File: src/rtl/pmc_pkg.sv
package pmc_pkg;

    typedef enum logic [2:0] {
        ST_NORM     = 3'd0,
        ST_WAIT     = 3'd1,
        ST_SLOW_IN  = 3'd2,
        ST_SLOW     = 3'd3,
        ST_SLOW_OUT = 3'd4
    } pmc_state_e;

    localparam logic [1:0] MODE_NORM = 2'b00;
    localparam logic [1:0] MODE_WAIT = 2'b01;
    localparam logic [1:0] MODE_SLOW = 2'b10;

    localparam logic [1:0] SEL_MODE = 2'd0;
    localparam logic [1:0] SEL_PSET = 2'd1;
    localparam logic [1:0] SEL_PCLR = 2'd2;
    localparam logic [1:0] SEL_MISC = 2'd3;

endpackage

File: src/rtl/pmc_mode_fsm.sv
module pmc_mode_fsm
    import pmc_pkg::*;
(
    input  logic       clk,
    input  logic       rst_n,
    input  logic       mode_wr,
    input  logic [1:0] req_mode,
    input  logic       irq_pend,
    input  logic       osc_rdy,
    input  logic       pll_rdy,
    output logic       core_clk_en,
    output logic       slow_sel,
    output logic       osc_stby,
    output logic       pll_stby,
    output logic [1:0] mode_code
);

    typedef struct packed {
        pmc_state_e st;
        logic       core;
        logic       slow;
        logic       osc_sb;
        logic       pll_sb;
        logic [1:0] code;
    } fsm_t;

    fsm_t s_d, s_q;

    always_comb begin
        s_d = s_q;
        unique case (s_q.st)
            ST_NORM: begin
                if (mode_wr && req_mode == MODE_WAIT)      s_d.st = ST_WAIT;
                else if (mode_wr && req_mode == MODE_SLOW) s_d.st = ST_SLOW_IN;
            end
            ST_WAIT:     if (irq_pend) s_d.st = ST_NORM;
            ST_SLOW_IN:  s_d.st = ST_SLOW;
            ST_SLOW:     if (mode_wr && req_mode == MODE_NORM) s_d.st = ST_SLOW_OUT;
            ST_SLOW_OUT: if (osc_rdy && pll_rdy) s_d.st = ST_NORM;
            default:     s_d.st = ST_NORM;
        endcase
        // outputs follow the next state so they switch with it
        s_d.core   = (s_d.st != ST_WAIT);
        s_d.slow   = (s_d.st == ST_SLOW_IN) || (s_d.st == ST_SLOW) ||
                     (s_d.st == ST_SLOW_OUT);
        s_d.osc_sb = (s_d.st == ST_SLOW);
        s_d.pll_sb = (s_d.st == ST_SLOW);
        s_d.code   = (s_d.st == ST_WAIT) ? MODE_WAIT :
                     (s_d.slow ? MODE_SLOW : MODE_NORM);
    end

    always_ff @(posedge clk or negedge rst_n) begin
        if (!rst_n) begin
            s_q.st     <= ST_NORM;
            s_q.core   <= 1'b1;
            s_q.slow   <= 1'b0;
            s_q.osc_sb <= 1'b0;
            s_q.pll_sb <= 1'b0;
            s_q.code   <= MODE_NORM;
        end else begin
            s_q <= s_d;
        end
    end

    assign core_clk_en = s_q.core;
    assign slow_sel    = s_q.slow;
    assign osc_stby    = s_q.osc_sb;
    assign pll_stby    = s_q.pll_sb;
    assign mode_code   = s_q.code;

    assert_wait_core_off_R3: assert property (@(posedge clk) disable iff (!rst_n)
        (mode_code == MODE_WAIT) |-> !core_clk_en);

    assert_wake_on_irq_R4: assert property (@(posedge clk) disable iff (!rst_n)
        (mode_code == MODE_WAIT && irq_pend) |=> (core_clk_en && mode_code == MODE_NORM));

    assert_stby_needs_slow_R5: assert property (@(posedge clk) disable iff (!rst_n)
        (osc_stby || pll_stby) |-> slow_sel);

    assert_select_before_stby_R5: assert property (@(posedge clk) disable iff (!rst_n)
        $rose(osc_stby) |-> $past(slow_sel));

    assert_main_after_ready_R6: assert property (@(posedge clk) disable iff (!rst_n)
        $fell(slow_sel) |-> $past(osc_rdy && pll_rdy));

    assert_slow_exit_release_R6: assert property (@(posedge clk) disable iff (!rst_n)
        $fell(osc_stby) |-> (slow_sel && mode_code == MODE_SLOW));

endmodule

File: src/rtl/pmc_periph_en.sv
module pmc_periph_en #(
    parameter int NUM_PERIPH = 16
) (
    input  logic                  clk,
    input  logic                  rst_n,
    input  logic                  set_wr,
    input  logic                  clr_wr,
    input  logic [NUM_PERIPH-1:0] mask,
    output logic [NUM_PERIPH-1:0] en
);

    logic [NUM_PERIPH-1:0] en_d, en_q;

    for (genvar i = 0; i < NUM_PERIPH; i++) begin : g_bit
        always_comb begin
            en_d[i] = en_q[i];
            if (set_wr && mask[i]) en_d[i] = 1'b1;
            if (clr_wr && mask[i]) en_d[i] = 1'b0;
        end
    end

    always_ff @(posedge clk or negedge rst_n) begin
        if (!rst_n) en_q <= '0;
        else        en_q <= en_d;
    end

    assign en = en_q;

    assert_clear_bits_R7: assert property (@(posedge clk) disable iff (!rst_n)
        clr_wr |=> ((en & $past(mask)) == '0));

    assert_set_bits_R7: assert property (@(posedge clk) disable iff (!rst_n)
        set_wr |=> ((en & $past(mask)) == $past(mask)));

endmodule

File: src/rtl/pmc_misc_reg.sv
module pmc_misc_reg (
    input  logic       clk,
    input  logic       rst_n,
    input  logic       wr,
    input  logic [1:0] data,
    output logic       dma_en,
    output logic       ana_sb
);

    typedef struct packed {
        logic dma;
        logic ana;
    } misc_t;

    misc_t m_d, m_q;

    always_comb begin
        m_d = m_q;
        if (wr) begin
            m_d.dma = data[0];
            m_d.ana = data[1];
        end
    end

    always_ff @(posedge clk or negedge rst_n) begin
        if (!rst_n) begin
            m_q.dma <= 1'b1;
            m_q.ana <= 1'b0;
        end else begin
            m_q <= m_d;
        end
    end

    assign dma_en = m_q.dma;
    assign ana_sb = m_q.ana;

    assert_misc_load_R8: assert property (@(posedge clk) disable iff (!rst_n)
        wr |=> (dma_en == $past(data[0]) && ana_sb == $past(data[1])));

    assert_misc_hold_R8: assert property (@(posedge clk) disable iff (!rst_n)
        !wr |=> ($stable(dma_en) && $stable(ana_sb)));

endmodule

File: src/rtl/pwr_mode_ctrl.sv
module pwr_mode_ctrl
    import pmc_pkg::*;
#(
    parameter int NUM_PERIPH = 16   // at least 2: mode and control fields use bits [1:0]
) (
    input  logic                  clk,
    input  logic                  rst_n,
    input  logic                  wr_en,
    input  logic [1:0]            wr_sel,
    input  logic [NUM_PERIPH-1:0] wr_data,
    input  logic                  irq_pend,
    input  logic                  osc_rdy,
    input  logic                  pll_rdy,
    output logic                  core_clk_en,
    output logic                  dma_clk_en,
    output logic                  slow_sel,
    output logic                  osc_stby,
    output logic                  pll_stby,
    output logic                  ana_stby,
    output logic [NUM_PERIPH-1:0] periph_clk_en,
    output logic [1:0]            mode_rd
);

    logic mode_wr, pset_wr, pclr_wr, misc_wr;

    always_comb begin
        mode_wr = wr_en && (wr_sel == SEL_MODE);
        pset_wr = wr_en && (wr_sel == SEL_PSET);
        pclr_wr = wr_en && (wr_sel == SEL_PCLR);
        misc_wr = wr_en && (wr_sel == SEL_MISC);
    end

    pmc_mode_fsm u_fsm (
        .clk         (clk),
        .rst_n       (rst_n),
        .mode_wr     (mode_wr),
        .req_mode    (wr_data[1:0]),
        .irq_pend    (irq_pend),
        .osc_rdy     (osc_rdy),
        .pll_rdy     (pll_rdy),
        .core_clk_en (core_clk_en),
        .slow_sel    (slow_sel),
        .osc_stby    (osc_stby),
        .pll_stby    (pll_stby),
        .mode_code   (mode_rd)
    );

    pmc_periph_en #(.NUM_PERIPH(NUM_PERIPH)) u_periph (
        .clk    (clk),
        .rst_n  (rst_n),
        .set_wr (pset_wr),
        .clr_wr (pclr_wr),
        .mask   (wr_data),
        .en     (periph_clk_en)
    );

    pmc_misc_reg u_misc (
        .clk    (clk),
        .rst_n  (rst_n),
        .wr     (misc_wr),
        .data   (wr_data[1:0]),
        .dma_en (dma_clk_en),
        .ana_sb (ana_stby)
    );

    assert_irq_outside_wait_R9: assert property (@(posedge clk) disable iff (!rst_n)
        (mode_rd == MODE_NORM && !mode_wr) |=> (mode_rd == MODE_NORM));

    assert_code_legal_R2: assert property (@(posedge clk) disable iff (!rst_n)
        mode_rd != 2'b11);

endmodule

File: config.mk
export PLATFORM = sky130hd
export DESIGN_NAME = pwr_mode_ctrl
export DESIGN_NICKNAME = d
export VERILOG_FILES = /design/src/rtl/pmc_pkg.sv /design/src/rtl/pmc_mode_fsm.sv /design/src/rtl/pmc_periph_en.sv /design/src/rtl/pmc_misc_reg.sv /design/src/rtl/pwr_mode_ctrl.sv
export SDC_FILE = /design/constraint.sdc
export NUM_CORES = 1
export LEC_CHECK = 0
export BUFFER_PORTS_ARGS = -buffer_cell sky130_fd_sc_hd__buf_2
export CAP_MARGIN = 20
export CORE_MARGIN = 4
export CORE_UTILIZATION = 51
export CTS_CLUSTER_DIAMETER = 80
export DETAILED_ROUTE_END_ITERATION = 10
export PLACE_DENSITY = 0.91
export SYNTH_ARGS = -nofsm -noshare
export SYNTH_HDL_FRONTEND = slang
export SYNTH_SLANG_ARGS = --single-unit
File: constraint.sdc
create_clock -name clk -period 3.1 [get_ports clk]
set_clock_uncertainty 0.15 [all_clocks]
set_input_delay 0.62 -clock clk [delete_from_list [all_inputs] [get_ports clk]]
set_output_delay 0.62 -clock clk [all_outputs]
set_load 0.01 [all_outputs]
==> results.py, run 1 <==
metrics = {
    "pwr": {
        "p_int_uw": 635,
        "power_frac_comb_pct": 24.7,
        "p_sw_share_pct": 29.3,
        "leakagePower_uw": 0.000627,
        "seq_power_share_pct": 49.7,
        "p_sw_uw": 263,
        "peakVddDrop_mv": 0.336,
        "p_clk_share_pct": 25.6,
        "powerDensity_nw_per_um2": 615,
    },
    "routing": {
        "vias_per_cell": 5.71,
        "num_vias": 1108,
        "drc_errors": 0,
        "wl_per_cell_um": 13.8,
        "wl_mm": 2.67,
        "ant_nets": 0,
        "drt-initial-drc-count": 31,
        "dr.pass1.iters": 4,
    },
    "outcome": {
        "status": "complete, no violations",
    },
    "synthesis": {
        "synth.ff_latch_count": 26,
        "yosysUniqueCellTypes": 24,
        "ys_warn_count": 0,
        "syn-mean-instance-area_sq_um": 9.37,
        "syn_nets": 152,
        "netlist_instances": 128,
        "synth-seq-area-share_pct": 54.4,
        "syn_area_sq_um": 1200,
    },
    "worst_setup_path": {
        "end_kind": "flop",
        "critPathMaxFanout": 35,
        "cp_data_arrival_time_ns": 1.90,
        "max_stage_delay_ns": 0.43,
        "cp.required_ns": 3.17,
        "crit_path_start_kind": "primary input",
        "slowest_stage": "or3_1",
        "path_cells": "buf_2 > or3_1 > or3_4 > and3b_1",
        "crit_buf_inv": 1,
        "path_class": "in2reg",
        "path_delay_family": "simple AND/OR/NAND/NOR gates",
    },
    "die": {
        "initial_utilization_pct": 53.7,
        "die_height_um": 56.5,
        "ios": 48,
        "core.rowCount": 17,
        "die_area_sq_um": 3190,
        "die_w_um": 56.5,
        "coreArea_sq_um": 2230,
    },
    "clock_network": {
        "clk_pin_slew_ns": 0.15,
        "cts_buffer_depth": 2,
        "postCtsHoldBufs": 0,
        "h-tree-depth": 1,
        "cts_resized": 0,
        "cts-root-buf": "clkbuf_4",
        "post-cts-setup-buffers": 0,
        "cts_tree": "done",
        "numCtsBuffers": 3,
        "worstSkewPairLatency_ns": 0.32,
        "cts_sinks": 26,
    },
    "placed_design": {
        "dp_hpwl_mm": 1.93,
        "io_buffer_count": 47,
        "gp_congestion": 0.743,
    },
    "sta": {
        "rsz0062_at_grt": "false",
        "worst_slew_pin_slew_ns": 0.564,
        "fin_crit_sh_pct": 59.3,
        "fmax_mhz": 544,
        "min_period_ns": 1.84,
        "setup_viol": 0,
        "tns_ns": 0,
        "slew_violations": 0,
        "final-hold-violation-count": 0,
        "max_slew_margin_pct": 62.4,
    },
    "final_layout": {
        "utilization_pct": 65.4,
        "area_delta_synth_final_pct": 21.8,
        "fillers": 191,
        "num_antenna_cells": 0,
        "fin_nets": 191,
        "layout-drive-gt1-share_pct": 33.7,
    },
    "global_route": {
        "grt_pass1_wl_mm": 4.48,
        "antenna_found_initial": 0,
        "grt_pass1_vias": 1080,
        "grt_max_degree": 37,
        "gr-total-overflow": 0,
        "track_usage_pct": 17.3,
    },
    "run": {
        "maxCapViolations": 0,
    },
    "min_path": {
        "min-delay-path-class": "in2async",
    },
}
[flip-flops by register name (all words and copies together) (netlist names)]
name and count:
u_fsm.mode_code 2, u_fsm.slow_sel 1, u_fsm.osc_stby 1, u_fsm.core_clk_en 1, u_misc.ana_sb 1, u_misc.dma_en 1
u_periph.en 16, u_fsm.s_q 3
[layer usage]
| layer | vias up | track usage (%) | share of wire [%] |
|---|---|---|---|
| met1 | 529 | 21.2 | 43 |
| met2 | 42 | 29.9 | 48 |
| met4 | 0 | 5.42 | 0 |
| met5 | - | 0 | 0 |
| li1 | 537 | - | - |
| met3 | 0 | 3.91 | 8.1 |
[final timing paths]
kind	from	end	slack, ns	cells past startpoint
setup / recovery	wr_sel[0]	u_fsm.mode_code[0]	1.26	4
setup reg to reg	u_fsm.s_q[6]	u_fsm.s_q[6]	1.65	3
max in group asynchronous	rst_n	u_fsm.core_clk_en	2.31	1
hold reg to reg	u_misc.ana_sb	u_misc.ana_sb	0.39	1
min in group clk	u_misc.ana_sb	u_misc.ana_sb	0.39	1
hold / removal	rst_n	u_fsm.s_q[7]	0.11	1
[layout by cell type (no fill, tap or decap), types with 2 or more instances in the layout]
cell      count
a21oi_1       2
mux2_2        2
dfrtp_1      24
nor2b_1       3
nand2_1      17
buf_2        47
nor2_1        3
a31oi_1      17
clkbuf_4      3
o21ai_0      32
nand3_1       2
dfstp_2       2
[power groups by stage]
stage,clock network [uW],registers (uW),logic (uW)
floorplan,0,466,133
global placement,0,448,216
detailed placement,0,453,225
CTS,235,446,225
global route,247,456,248
finish,230,446,222
[cell families after synthesis]
| kind of cell | share of synthesized area (%) |
|---|---|
| AO/OA/AOI/OAI | 25.7 |
| buffers and inverters | 5.11 |
| flip-flops | 54.4 |
| multiplexers | 1.88 |
| AND/OR/NAND/NOR | 12.9 |
[through the flow]
| step | power (uW) | setup WS (ns) | cells | area (sq um) | hold slack [ns] |
|---|---|---|---|---|---|
| after floorplan | 599 | 1.14 | 128 | 1200 | 0.174 |
| after global placement | 664 | 0.979 | 190 | 1410 | 0.344 |
| after detailed placement | 678 | 0.938 | 190 | 1410 | 0.361 |
| after CTS | 906 | 1.28 | 194 | 1460 | 0.119 |
| after global routing | 952 | 1.09 | 194 | 1460 | 0.131 |
| final | 898 | 1.26 | 194 | 1460 | 0.107 |
[final cells by class]
cell class / count / area, sq um / area share, %
repair buffers: 47 / 235 / 16.1
multi-input cells: 89 / 485 / 33.2
well taps: 28 / 35.0 / 2.40
clock buffers: 3 / 22.5 / 1.54
clock inverters: 1 / 30.0 / 2.05
flip-flops and latches: 26 / 653 / 44.7
[synth_stat cells, drive strengths merged]
library cell	n	area, sq um
buf	4	27.5
dfrtp	24	601
a221oi	1	8.76
or3	2	17.5
mux2	2	22.5
nor3	1	5.00
nand3	2	10.0
nor2b	3	18.8
o22ai	1	6.26
o21ai	32	160
and3b	1	8.76
nand3b	1	7.51
clkbuf	9	33.8
nor2	3	11.3
a211oi	1	7.51
a21oi	2	10.0
a22o	1	8.76
a31oi	17	106
nand2b	1	6.26
nand2	17	63.8
dfstp	2	52.6
nor4	1	6.26
[worst reg2reg max path, cell delays in order, from the launching register on]
cell	delay (ns)
dfrtp_1	0.46
nor4_1	0.32
nand3_1	0.13
a221oi_1	0.30
(Power assumes the default switching activity.)
==> run 2, diff against run 1 <==
- CORE_UTILIZATION: 51 -> 42
- PLACE_DENSITY: 0.91 -> 0.81
- clock period: 3.1 -> 1.69 ns (I/O delays scaled with it)
==> run 2 against run 1 <==
  * Cell area rose by 2.4%
  * Flip-flop and latch count did not move
  * Count of clock-buffer cells in the layout rose by 1
  * Sequential power rose by 84%
  * Hold slack improved by 0.065 ns
  * Non-clock buffer count rose by 6
  * Critical path depth fell by 3
  * First-iteration DRC count did not move
==> results.py, run 2 (synthesized netlist as in run 1, its figures left out) <==
metrics = {
    "global_route": {
        "grt_pass1_vias": 1018,
        "grt_pass1_wl_mm": 4.55,
        "antenna_found_initial": 0,
        "track_usage_pct": 16.1,
        "gr-total-overflow": 0,
        "grt_max_degree": 34,
    },
    "final_layout": {
        "num_antenna_cells": 0,
        "area_delta_synth_final_pct": 24.7,
        "final_common_cell": "buf_2",
        "fillers": 256,
        "mostFrequentLayoutCells": "buf_2, o21ai_0, dfrtp_1",
        "utilization_pct": 54.7,
        "layout-drive-gt1-share_pct": 35.5,
        "largest_register_ffs": 16,
        "fin_nets": 197,
    },
    "routing": {
        "dr.pass1.iters": 4,
        "num_vias": 1142,
        "ant_nets": 0,
        "drc_errors": 0,
        "vias_per_cell": 5.63,
        "wl_per_cell_um": 14.7,
        "drt-initial-drc-count": 31,
        "wl_mm": 2.99,
    },
    "pwr": {
        "powerDensity_nw_per_um2": 1040,
        "seq_power_share_pct": 52.7,
        "power_uw": 1550,
        "p_int_uw": 1070,
        "power_frac_comb_pct": 27.4,
        "p_sw_share_pct": 31.4,
        "leakagePower_uw": 0.000649,
        "p_sw_uw": 489,
        "peakVddDrop_mv": 0.659,
        "p_clk_share_pct": 19.9,
    },
    "clock_network": {
        "worstSkewPairLatency_ns": 0.31,
        "cts-root-buf": "clkbuf_4",
        "cts_buffer_depth": 2,
        "numCtsBuffers": 3,
        "cts_sinks": 26,
        "clk_pin_slew_ns": 0.14,
        "cts_tree": "done",
        "h-tree-depth": 1,
    },
    "die": {
        "die_w_um": 61.5,
        "ios": 48,
        "die_height_um": 61.5,
        "die_area_sq_um": 3780,
        "coreArea_sq_um": 2730,
        "initial_utilization_pct": 43.9,
        "core.rowCount": 19,
    },
    "worst_setup_path": {
        "cp.required_ns": 1.20,
        "crit_buf_inv": 1,
        "path_delay_family": "flip-flops",
        "path_class": "reg2out",
        "end_kind": "output pin",
        "cp_data_arrival_time_ns": 0.98,
        "critPathMaxFanout": 2,
        "slowest_stage": "dfstp_2",
        "max_stage_delay_ns": 0.55,
        "path_cells": "buf_2",
        "crit_path_start_kind": "flop",
    },
    "sta": {
        "worst_slew_pin_slew_ns": 0.579,
        "min_period_ns": 1.47,
        "max_slew_margin_pct": 61.4,
        "holdWs_ns": 0.172,
        "rsz0062_at_grt": "false",
        "tns_ns": 0,
        "final-hold-violation-count": 0,
        "fmax_mhz": 681,
        "fin_crit_sh_pct": 86.9,
        "fin_ws_ns": 0.222,
        "setup_viol": 0,
        "slew_violations": 0,
    },
    "outcome": {
        "status": "complete, no violations",
    },
    "run": {
        "maxCapViolations": 0,
    },
    "placed_design": {
        "gp_congestion": 0.752,
        "dp_hpwl_mm": 2.20,
        "dp_slack_ns": -0.0165,
        "io_buffer_count": 47,
    },
    "min_path": {
        "min-delay-path-class": "in2reg",
    },
}
## run 2: changes by cell type in the layout (fill, tap and decap cells not counted), sizes merged
cell | before | now
clkbuf | 3 | 4
buf | 47 | 52
bufinv | 1 | 0
dlygate4sd3 | 0 | 1
## run 2: worst paths after layout
check | start | endpoint | slack [ns] | depth (start not counted)
worst max-delay path | u_misc.dma_en | dma_clk_en | 0.22 | 1
worst min-delay path | wr_data[1] | u_misc.ana_sb | 0.17 | 2
worst max register to register | u_fsm.s_q[6] | u_fsm.s_q[6] | 0.34 | 3
worst min register to register | u_misc.ana_sb | u_misc.ana_sb | 0.38 | 1
max in group asynchronous | rst_n | u_periph.en[3] | 0.62 | 2
min in group asynchronous | rst_n | u_fsm.s_q[8] | 0.39 | 2
## run 2: worst reg2reg max path, stage by stage (launching register included)
cell and delay (ns):
dfrtp_1 0.46, nor4_1 0.27, nand3_1 0.13, a221oi_1 0.26
## run 2: what timing repair did
action	CTS	global route
endpoints found under the setup margin	0	0
gates resized for setup	0	0
endpoints found under the hold margin	24	0
setup buffers	0	0
hold buffers	1	0
## run 2: per-layer routing
layer	up-vias	wire [um]	global-route usage, %	part of all wire [%]
li1	550	-	-	-
met4	0	11	5.15	0.37
met5	-	0	0	0
met1	544	1240	21.2	42
met3	2	245	3.98	8.2
met2	46	1490	26.1	50
## run 2: through the flow
| stage | cell area (sq um) | instances |
|---|---|---|
| finish | 1500 | 203 |
| floorplan | 1200 | 128 |
| detailed placement | 1450 | 198 |
| global placement | 1450 | 198 |
| global route | 1500 | 203 |
| CTS | 1500 | 203 |
## run 2: power by group through the flow
stage / logic (uW) / clock network, uW / registers, uW
floorplan: 244 / 0 / 855
global placement: 407 / 0 / 822
detailed placement: 429 / 0 / 832
CTS: 431 / 317 / 820
global route: 479 / 356 / 838
finish: 426 / 309 / 819
## run 2: final cells by class
| type | instances | area, sq um | area share (%) |
|---|---|---|---|
| tap | 31 | 38.8 | 2.59 |
| multi-input combinational | 89 | 485 | 32.4 |
| clock buffer | 4 | 36.3 | 2.42 |
| sequential | 26 | 653 | 43.6 |
| timing repair buffer | 53 | 283 | 18.9 |
